--- src/rtl/irq_pkg.sv ---
package irq_pkg;
   localparam int NSRC     = 5;
   localparam int NMASK    = 3;
   // source index: higher index wins arbitration
   localparam int IX_EXT   = 0;
   localparam int IX_LOW   = 1;
   localparam int IX_MID   = 2;
   localparam int IX_EDGE  = 3;
   localparam int IX_TRAP  = 4;
   // mask-write byte fields
   localparam int WB_MSEN  = 3;
   localparam int WB_LCLR  = 4;
   localparam int WB_SOE   = 6;
   localparam int WB_SOD   = 7;
   // status byte fields
   localparam int SB_IEN   = 3;
   localparam int SB_PLOW  = 4;
   localparam int SB_PMID  = 5;
   localparam int SB_LEDGE = 6;
   localparam int SB_SID   = 7;
endpackage

--- src/rtl/irq_rise_latch.sv ---
module irq_rise_latch (
   input  logic clk,
   input  logic rst_n,
   input  logic line_i,
   input  logic clr_i,
   output logic pend_o
);
   logic line_q;

   always_ff @(posedge clk or negedge rst_n) begin
      if (!rst_n) begin
         line_q <= 1'b0;
         pend_o <= 1'b0;
      end else begin
         line_q <= line_i;
         if (line_i && !line_q)
            pend_o <= 1'b1;        // a new edge beats any clear
         else if (clr_i)
            pend_o <= 1'b0;
      end
   end

   a_r6_rise_records: assert property (@(posedge clk) disable iff (!rst_n)
      $rose(line_i) |=> pend_o);
endmodule

--- src/rtl/irq_trap_sense.sv ---
module irq_trap_sense (
   input  logic clk,
   input  logic rst_n,
   input  logic line_i,
   input  logic taken_i,
   output logic pend_o
);
   logic line_q;
   logic arm_q;

   always_ff @(posedge clk or negedge rst_n) begin
      if (!rst_n) begin
         line_q <= 1'b0;
         arm_q  <= 1'b0;
      end else begin
         line_q <= line_i;
         if (!line_i || taken_i)
            arm_q <= 1'b0;
         else if (!line_q)
            arm_q <= 1'b1;
      end
   end

   assign pend_o = arm_q & line_i;

   a_r9_armed_after_high: assert property (@(posedge clk) disable iff (!rst_n)
      pend_o |-> $past(line_i));
endmodule

--- src/rtl/irq_ctrl_regs.sv ---
module irq_ctrl_regs
   import irq_pkg::*;
#(
   parameter int NM = NMASK
) (
   input  logic          clk,
   input  logic          rst_n,
   input  logic          ei_i,
   input  logic          di_i,
   input  logic          wr_i,
   input  logic [7:0]    wd_i,
   input  logic          mtake_i,
   output logic          ien_o,
   output logic [NM-1:0] mask_o,
   output logic          sod_o
);
   localparam logic [NM-1:0] MASK_RST = '1;

   if (NM > WB_MSEN) begin : g_bad_nm
      $error("mask count overlaps the mask-set-enable bit");
   end

   logic load_mask;
   logic load_sod;

   assign load_mask = wr_i & wd_i[WB_MSEN];
   assign load_sod  = wr_i & wd_i[WB_SOE];

   always_ff @(posedge clk or negedge rst_n) begin
      if (!rst_n) begin
         ien_o  <= 1'b0;
         mask_o <= MASK_RST;
         sod_o  <= 1'b0;
      end else begin
         if (di_i || mtake_i)
            ien_o <= 1'b0;
         else if (ei_i)
            ien_o <= 1'b1;
         if (load_mask)
            mask_o <= wd_i[NM-1:0];
         if (load_sod)
            sod_o <= wd_i[WB_SOD];
      end
   end

   a_r2_disable_wins: assert property (@(posedge clk) disable iff (!rst_n)
      di_i |=> !ien_o);
   a_r3_mask_kept: assert property (@(posedge clk) disable iff (!rst_n)
      (wr_i && !wd_i[WB_MSEN]) |=> $stable(mask_o));
   a_r4_sod_kept: assert property (@(posedge clk) disable iff (!rst_n)
      !(wr_i && wd_i[WB_SOE]) |=> $stable(sod_o));
endmodule

--- src/rtl/irq_prio_arb.sv ---
module irq_prio_arb #(
   parameter int                    NSRC     = 5,
   parameter int                    VEC_W    = 16,
   parameter int                    EXT_IX   = 0,
   parameter bit                    HOLD_VEC = 1'b0,
   parameter logic [NSRC*VEC_W-1:0] VECS     = '0
) (
   input  logic             clk,
   input  logic             rst_n,
   input  logic             bnd_i,
   input  logic [NSRC-1:0]  req_i,
   output logic [NSRC-1:0]  gnt_o,
   output logic [NSRC-1:0]  gq_o,
   output logic             vld_o,
   output logic             ext_o,
   output logic [VEC_W-1:0] vec_o
);
   logic [NSRC-1:0]  win;
   logic [VEC_W-1:0] vec_n;

   for (genvar i = 0; i < NSRC; i++) begin : g_win
      if (i == NSRC-1) begin : g_top
         assign win[i] = req_i[i];
      end else begin : g_low
         assign win[i] = req_i[i] & ~(|req_i[NSRC-1:i+1]);
      end
   end

   assign gnt_o = bnd_i ? win : '0;

   always_comb begin
      vec_n = '0;
      for (int i = 0; i < NSRC; i++) begin
         if (win[i] && i != EXT_IX)
            vec_n = VECS[i*VEC_W +: VEC_W];
      end
   end

   always_ff @(posedge clk or negedge rst_n) begin
      if (!rst_n) begin
         vld_o <= 1'b0;
         ext_o <= 1'b0;
         gq_o  <= '0;
      end else begin
         vld_o <= |gnt_o;
         ext_o <= gnt_o[EXT_IX];
         gq_o  <= gnt_o;
      end
   end

   if (HOLD_VEC) begin : g_vec_hold
      always_ff @(posedge clk or negedge rst_n) begin
         if (!rst_n)
            vec_o <= '0;
         else if (|gnt_o)
            vec_o <= vec_n;
      end
   end else begin : g_vec_zero
      always_ff @(posedge clk or negedge rst_n) begin
         if (!rst_n)
            vec_o <= '0;
         else
            vec_o <= (|gnt_o) ? vec_n : '0;
      end
   end

   a_r8_one_winner: assert property (@(posedge clk) disable iff (!rst_n)
      $onehot0(gq_o));
   a_r11_pulse_after_bnd: assert property (@(posedge clk) disable iff (!rst_n)
      vld_o |-> $past(bnd_i));
endmodule

--- src/rtl/irq_prio_unit.sv ---
module irq_prio_unit
   import irq_pkg::*;
#(
   parameter int          VEC_W    = 16,
   parameter logic [31:0] TRAP_VEC = 32'h0000_0024,
   parameter logic [31:0] EDGE_VEC = 32'h0000_003C,
   parameter logic [31:0] MID_VEC  = 32'h0000_0034,
   parameter logic [31:0] LOW_VEC  = 32'h0000_002C,
   parameter bit          HOLD_VEC = 1'b0
) (
   input  logic             clk,
   input  logic             rst_n,
   input  logic             req_trap_i,
   input  logic             req_edge_i,
   input  logic             req_mid_i,
   input  logic             req_low_i,
   input  logic             req_ext_i,
   input  logic             bnd_i,
   input  logic             ei_i,
   input  logic             di_i,
   input  logic             mwr_i,
   input  logic [7:0]       mwr_data_i,
   input  logic             sid_i,
   output logic [7:0]       stat_o,
   output logic             sod_o,
   output logic             take_o,
   output logic [VEC_W-1:0] take_vec_o,
   output logic             ext_ack_o
);
   localparam logic [NSRC*VEC_W-1:0] VECS =
      {VEC_W'(TRAP_VEC), VEC_W'(EDGE_VEC), VEC_W'(MID_VEC), VEC_W'(LOW_VEC), VEC_W'(0)};

   if (VEC_W < 8 || VEC_W > 31) begin : g_bad_w
      $error("vector width out of range");
   end
   if ((TRAP_VEC >> VEC_W) != 0 || (EDGE_VEC >> VEC_W) != 0 ||
       (MID_VEC >> VEC_W) != 0 || (LOW_VEC >> VEC_W) != 0) begin : g_bad_fit
      $error("a fixed vector does not fit the vector width");
   end
   if (TRAP_VEC == 0 || EDGE_VEC == 0 || MID_VEC == 0 || LOW_VEC == 0) begin : g_bad_zero
      $error("zero is reserved for the external-vector source");
   end
   if (TRAP_VEC == EDGE_VEC || EDGE_VEC == MID_VEC || MID_VEC == LOW_VEC ||
       TRAP_VEC == MID_VEC || TRAP_VEC == LOW_VEC || EDGE_VEC == LOW_VEC) begin : g_bad_dup
      $error("fixed vectors must be distinct");
   end

   logic             ien;
   logic [NMASK-1:0] mask;
   logic             edge_pend;
   logic             trap_pend;
   logic [NSRC-1:0]  req;
   logic [NSRC-1:0]  gnt;
   logic [NSRC-1:0]  gq;
   logic             mtake;
   logic             edge_clr;
   logic [NMASK-1:0] vlvl;

   assign vlvl = {edge_pend, req_mid_i, req_low_i};

   // the three vectored maskable sources share one gating pattern
   for (genvar k = 0; k < NMASK; k++) begin : g_gate
      assign req[IX_LOW + k] = ien & ~mask[k] & vlvl[k];
   end
   assign req[IX_EXT]  = ien & req_ext_i;
   assign req[IX_TRAP] = trap_pend;

   assign mtake    = |gnt[IX_EDGE:IX_EXT];
   assign edge_clr = gnt[IX_EDGE] | (mwr_i & mwr_data_i[WB_LCLR]);

   irq_trap_sense u_trap (
      .clk     (clk),
      .rst_n   (rst_n),
      .line_i  (req_trap_i),
      .taken_i (gnt[IX_TRAP]),
      .pend_o  (trap_pend)
   );

   irq_rise_latch u_edge (
      .clk    (clk),
      .rst_n  (rst_n),
      .line_i (req_edge_i),
      .clr_i  (edge_clr),
      .pend_o (edge_pend)
   );

   irq_ctrl_regs #(.NM(NMASK)) u_regs (
      .clk     (clk),
      .rst_n   (rst_n),
      .ei_i    (ei_i),
      .di_i    (di_i),
      .wr_i    (mwr_i),
      .wd_i    (mwr_data_i),
      .mtake_i (mtake),
      .ien_o   (ien),
      .mask_o  (mask),
      .sod_o   (sod_o)
   );

   irq_prio_arb #(
      .NSRC     (NSRC),
      .VEC_W    (VEC_W),
      .EXT_IX   (IX_EXT),
      .HOLD_VEC (HOLD_VEC),
      .VECS     (VECS)
   ) u_arb (
      .clk   (clk),
      .rst_n (rst_n),
      .bnd_i (bnd_i),
      .req_i (req),
      .gnt_o (gnt),
      .gq_o  (gq),
      .vld_o (take_o),
      .ext_o (ext_ack_o),
      .vec_o (take_vec_o)
   );

   always_comb begin
      stat_o                = '0;
      stat_o[NMASK-1:0]     = mask;
      stat_o[SB_IEN]        = ien;
      stat_o[SB_PLOW]       = req_low_i;
      stat_o[SB_PMID]       = req_mid_i;
      stat_o[SB_LEDGE]      = edge_pend;
      stat_o[SB_SID]        = sid_i;
   end

   a_r10_enable_cleared: assert property (@(posedge clk) disable iff (!rst_n)
      (take_o && !gq[IX_TRAP]) |-> !ien);
   a_r9_trap_was_high: assert property (@(posedge clk) disable iff (!rst_n)
      (take_o && gq[IX_TRAP]) |-> $past(req_trap_i));
   a_r7_level_was_high: assert property (@(posedge clk) disable iff (!rst_n)
      (take_o && gq[IX_MID]) |-> $past(req_mid_i));
endmodule

--- config.mk ---
export PLATFORM = sky130hd
export DESIGN_NAME = irq_prio_unit
export DESIGN_NICKNAME = d
export VERILOG_FILES = /design/src/rtl/irq_pkg.sv /design/src/rtl/irq_rise_latch.sv /design/src/rtl/irq_trap_sense.sv /design/src/rtl/irq_ctrl_regs.sv /design/src/rtl/irq_prio_arb.sv /design/src/rtl/irq_prio_unit.sv
export SDC_FILE = /design/constraint.sdc
export NUM_CORES = 1
export LEC_CHECK = 0
export ABC_AREA = 1
export BUFFER_PORTS_ARGS = -buffer_cell sky130_fd_sc_hd__buf_4
export CAP_MARGIN = 10
export CORE_MARGIN = 1.5
export CORE_UTILIZATION = 40
export CTS_BUF_LIST = sky130_fd_sc_hd__clkbuf_16
export CTS_CLUSTER_SIZE = 8
export DETAILED_ROUTE_END_ITERATION = 8
export GPL_ROUTABILITY_DRIVEN = 0
export PLACE_DENSITY = 0.75
export RECOVER_POWER = 50
export SLEW_MARGIN = 10
export SYNTH_ARGS = -nofsm -noshare
export SYNTH_HDL_FRONTEND = slang
export SYNTH_SLANG_ARGS = --single-unit
export TNS_END_PERCENT = 1
--- constraint.sdc ---
create_clock -name clk -period 1.4 [get_ports clk]
set_clock_uncertainty 0.05 [all_clocks]
set_input_delay 0.07 -clock clk [delete_from_list [all_inputs] [get_ports clk]]
set_output_delay 0.07 -clock clk [all_outputs]
set_load 0.03 [all_outputs]
# Yosys cells after proc, flatten, opt, wreduce, memory -nomap -nowiden
# Cells that the tools add are included.
# op_classes
n_eq_ne	1
muxes	12
bitwise	23
n_reduce_logical	12
# op_table
cell	count
$mux 16	4
$and 1x1->1	15
$reduce_or 4->1	2
$not 1->1	7
$mux 1	6
$mux 6	1
$mux 5	1
$reduce_or 5->1	1
$reduce_bool 2->1	2
$reduce_or 3->1	1
$logic_not 1->1	2
$logic_or 1x1->1	2
$ne 2x2->1 const B	1
$reduce_or 2->1	1
$logic_and 1x1->1	1
$or 1x1->1	1
# word_totals
ff_bits	27
in_bits	20
output_inout_bits	27
elab_cells	58

# Logic depth before layout (Yosys ltp)
# depth
word_depth	11
depth_mapped	7
depth_no_buf	6

# Modules after synthesis
# A second synthesis with hierarchy kept.
# hier_totals
hier_cells	107
hier_area_um2	889.6
# by_module_without_submodules
mod	instances	cells_per_inst	area_each_um2	seq_area_each_um2
irq_prio_arb	1	48	446.7	225.2
irq_ctrl_regs	1	24	207.7	128.9
irq_prio_unit	1	19	90.1	0.0
irq_trap_sense	1	9	76.3	50.0
irq_rise_latch	1	7	68.8	50.0

# Worst setup path before layout
# Ideal clock, no wire load.
# synth_path
path_kind	flip-flop to flip-flop
start	register u_regs.mask_o[2]
end	register u_regs.ien_o
setup_ns	0.120
arrival_time_ns	1.026
required_time_ns	1.230
setup_slack_ns	0.204
path_stages_with_launch	6
path_buffers	0
period_less_slack_ns	1.196
cell_sequence	dfstp_2 nor2_8 nor2_4 nand3_2 nand2_2 nor2_2
# synth_via
elab_chain_cells	10
word_cells_on_any_way	18
classes_between	2 x mux; 10 x bitwise; 6 x reduce/logical
# synth_lines
element	line	text
from (decl)	irq_ctrl_regs.sv:14	output logic [NM-1:0] mask_o,
from (signal assigned)	irq_ctrl_regs.sv:40	mask_o <= wd_i[NM-1:0];
$not 1->1 *	irq_prio_unit.sv:63	assign req[IX_LOW + k] = ien & ~mask[k] & vlvl[k];
$and 1x1->1 * (2 in a row)	irq_prio_unit.sv:63	
$reduce_or 4->1, or another cell as far along	irq_prio_arb.sv:25	assign win[i] = req_i[i] & ~(|req_i[NSRC-1:i+1]);
$not 1->1	irq_prio_arb.sv:25	
$and 1x1->1	irq_prio_arb.sv:25	
$mux 5 *	irq_prio_arb.sv:29	assign gnt_o = bnd_i ? win : '0;
$reduce_or 4->1 *	irq_prio_unit.sv:68	assign mtake = |gnt[IX_EDGE:IX_EXT];
$logic_or 1x1->1 *	irq_ctrl_regs.sv:35	if (di_i || mtake_i)
$mux 1 or $reduce_bool 2->1 (tied branches)	n/a	
to (signal assigned)	irq_ctrl_regs.sv:31	ien_o <= 1'b0;
to (signal assigned)	irq_ctrl_regs.sv:36	ien_o <= 1'b0;
to (signal assigned)	irq_ctrl_regs.sv:38	ien_o <= 1'b1;
to (decl)	irq_ctrl_regs.sv:13	output logic ien_o,
# Every way passes the cells marked *; elsewhere a longest branch is shown, timed or not.
# A chain may end at the register's enable or synchronous reset.

# Worst setup path in the final report
# layout_path
start	register u_regs.ien_o
end	register u_edge.pend_o
# layout_via
elab_chain_cells	6
# layout_lines
element	line	text
$and 1x1->1 (2 in a row)	irq_prio_unit.sv:63	
$and 1x1->1	irq_prio_arb.sv:25	
$mux 5	irq_prio_arb.sv:29	
$or 1x1->1	irq_prio_unit.sv:69	assign edge_clr = gnt[IX_EDGE] | (mwr_i & mwr_data_i[WB_LCLR]);
$reduce_bool 2->1 (no line)	n/a	
to (signal assigned)	irq_rise_latch.sv:13	pend_o <= 1'b0;
to (signal assigned)	irq_rise_latch.sv:17	pend_o <= 1'b1;
to (signal assigned)	irq_rise_latch.sv:19	pend_o <= 1'b0;
to (decl)	irq_rise_latch.sv:6	output logic pend_o
# No other way between the ends.

==> results.json <==
{
  "run_status": "finished clean",
  "synthTopCellsByArea": "dfrtp_1 35%, buf_4 17%, dfstp_2 9.9%",
  "switching_share_pct": 29.56,
  "worst_path_maximum_fanout": 9,
  "critPathRequiredTime_ns": 1.47,
  "cts_post_setup_buffers_inserted": 0,
  "cpMaxStageDelayCell": "dfrtp_1",
  "powerDensity_mw_per_mm2": 1270,
  "dieHeight_um": 47.53,
  "critical_path_buf_inv_count": 0,
  "critical_path_type": "reg -> reg",
  "timing.reg2reg.worst_path_depth": 5,
  "rsz_0062_raised_after_global_routing": "false",
  "hold_critical_path_depth": 2,
  "cts.sinks": 14,
  "tritoncts": "yes",
  "ys_async_sr_fraction_pct": 100.0,
  "grt_start_max_net_pins": 15,
  "cts-hold-fix-buffers": 5,
  "drt_first_iter_violations": 1,
  "floorplan.initialDensity_pct": 44.03,
  "layout.filler_cells": 183,
  "dominant_combinational_cell_family_by_area_after_synthesis": "buffers and inverters",
  "dp.cells": 133,
  "regToRegSetupSlack_ns": 0.20,
  "relative_area_change_from_synthesis_to_final_layout_pct": 32.97,
  "synth_simple_gate_area_share_pct": 22.71,
  "number_of_global_route_vias_before_repair": 567,
  "synth_area_um2": 793.3,
  "vdd_drop_max_v": 0.0007214,
  "most_used_cells_in_the_layout_excluding_fill_and_tap_cells": "24 x buf_4, 12 x conb_1, 11 x dfrtp_1, 9 x inv_1",
  "internal_power_mw": 0.9436,
  "post_layout_nonfiller_instances": 142,
  "synth-xor-area-share_pct": 0,
  "type_of_the_most_critical_hold_path": "in -> reg",
  "worstHoldEndpoint": "u_regs.mask_o[0]",
  "cts_max_level": 1,
  "synth.avg_cell_area_um2": 9.332,
  "seq_power_share_pct": 36.6,
  "insertedDiodeCount": 0,
  "post_synth_fa_ha_maj_area_fraction_pct": 0,
  "cts-root-buf": "clkbuf_16",
  "nature_of_the_critical_path_endpoint": "flop",
  "route.antenna.remaining_nets": 0,
  "synth_seq_area_share_pct": 44.64,
  "grt_overflow": 0,
  "remaining_drc_errors": 0,
  "clock_tree.buffer_depth": 2,
  "tritoncts_buffers": 3,
  "switchingPower_mw": 0.3960,
  "post_synth_mux_area_share_pct": 1.420,
  "drt-wirelength-per-cell_um": 10.68,
  "hold_start": "mwr_data_i[0]",
  "rows": 15,
  "max_capacitance_violation_count": 0,
  "layout-drive-gt1-share_pct": 37.61,
  "pin_count": 47,
  "final-max-slew-violation-count": 0,
  "fin_tns_setup_ns": 0,
  "synth_warnings": 0,
  "tightest_slew_ns": 0.7246,
  "cp.arrival_ns": 1.27,
  "synth_top_area_share_pct": 34.70,
  "fin_area_mm2": 0.001055,
  "synth.largest_area_cell": "dfrtp_1",
  "core_mm2": 0.001802,
  "clock.fmax_mhz": 835.1,
  "grt_antenna_before_repair": 0,
  "grt_first_pass_wirelength_um": 2283,
  "cts_resized": 0,
  "slowest_stage_delay_on_critical_path_ns": 0.55,
  "route.vias.total": 608,
  "worst_setup_hold_path_clk_slew_ns": 0.05,
  "launch_instance_of_the_worst_register_to_register_path": "u_regs.ien_o",
  "final_nets": 138,
  "worst_setup_path_start_kind": "flop",
  "mostFrequentLayoutCell": "buf_4",
  "power_frac_comb_pct": 23.8,
  "finalCritPeriodShare_pct": 85.53,
  "setup-violations-final": 0,
  "crit-reg2reg-capture": "u_edge.pend_o",
  "total_iterations_of_the_first_detailed_routing_run": 2,
  "worstPathCellList": "nand2_4 -> nor2_8 -> nand2_1 -> nor2_1 -> o22ai_1",
  "postSynthRegisterBits": 14,
  "die-area_mm2": 0.002259,
  "critical_path.top_delay_family": "flip-flops",
  "finalWorstPathRequiredPeriod_ns": 1.197,
  "timing.final.hold_violations": 0,
  "clkLatencyLatePin_ns": 0.24,
  "groute.usage.overall_pct": 14.91,
  "buffer_ports.inserted": 31,
  "drt-vias-per-instance": 4.282,
  "dominantRegCellSynth": "dfrtp_1",
  "synth-compound-area-share_pct": 7.571,
  "synthCells": 85,
  "die-width_um": 47.53,
  "detailedPlacementHpwl_um": 1143,
  "synth_cell_types": 24,
  "power.clock.fraction_pct": 39.5,
  "route.final.wire_length_um": 1516,
  "post_dp_cell_area_um2": 952.2,
  "relSlewSlack_pct": 51.69,
  "synth_edf_count": 0,
  "leakagePower_nw": 0.5665
}
==> power groups by stage <==
stage          logic, mW  clock network [mW]  registers, mW
2_1_floorplan      0.204                   0          0.537
3_3_place_gp       0.309                   0          0.494
3_5_place_dp       0.316                   0          0.497
4_1_cts            0.330               0.537          0.492
5_1_grt            0.346               0.560          0.497
6_report           0.319               0.530          0.491
==> routing by layer <==
| metal | part of all wire, % | global-route usage (%) | wire length (um) | up-vias |
|---|---|---|---|---|
| li1 | - | - | - | 299 |
| met1 | 37 | 14.95 | 562 | 276 |
| met2 | 55 | 28.65 | 841 | 30 |
| met3 | 5.9 | 3.774 | 89 | 3 |
| met4 | 1.5 | 6.486 | 23 | 0 |
| met5 | 0 | 0 | 0 | - |
==> synth_stat cells, types with 3 or more instances <==
cell,count
buf_4,18
dfrtp_1,11
inv_1,9
nand2_1,7
a21oi_1,5
nand3_1,5
nor2_1,5
nand2_2,4
nor2_2,4
dfstp_2,3
==> registers in the layout, summed over array words and instances (netlist names) <==
register / count
u_trap.arm_q: 1
u_regs.ien_o: 1
u_regs.mask_o: 3
u_regs.sod_o: 1
u_arb.ext_o: 1
u_trap.line_q: 1
u_arb.vld_o: 1
u_edge.pend_o: 1
u_arb.vec_o: 3
u_edge.line_q: 1
==> layout make-up <==
cell class	instances	area, um^2	share of cell area, %
Clock buffer	3	75.07	7.117
Multi-Input combinational cell	53	296.5	28.11
Sequential cell	14	354.1	33.57
Inverter	10	37.54	3.559
Tap cell	25	31.28	2.966
Clock inverter	1	3.754	0.3559
Timing Repair Buffer	36	256.5	24.32
==> stage by stage <==
step	power, mW	utilization [%]	setup WS, ns	hold WS, ns
3_5_place_dp	0.8132	52.85	0.2017	-0.1224
2_1_floorplan	0.7419	-	0.2040	-0.2756
6_report	1.340	58.54	0.2025	0.01610
3_3_place_gp	0.8037	52.85	0.2319	-0.1262
5_1_grt	1.403	58.54	0.1023	0.02290
4_1_cts	1.359	60.00	0.1897	0.01510
==> kinds of logic (layout without fill, tap and decap cells) <==
family | count (synthesis) | after routing
compound gates | 10 | 10
buf+inv | 29 | 50
flops | 14 | 14
mux | 1 | 1
other cells | 1 | 12
simple gates | 30 | 30
==> how the worst max path moves through the flow <==
| stage | from | endpoint | slack (ns) | cells past startpoint |
|---|---|---|---|---|
| after global routing | u_regs.ien_o | u_regs.ien_o | 0.10 | 5 |
| after detailed placement | u_regs.ien_o | u_edge.pend_o | 0.20 | 5 |
| final | u_regs.ien_o | u_edge.pend_o | 0.20 | 5 |
| after floorplan | u_regs.mask_o[2] | u_regs.ien_o | 0.20 | 5 |
| after CTS | u_regs.ien_o | u_edge.pend_o | 0.19 | 5 |
| after global placement | u_regs.ien_o | u_edge.pend_o | 0.23 | 5 |
(Power assumes the default switching activity.)
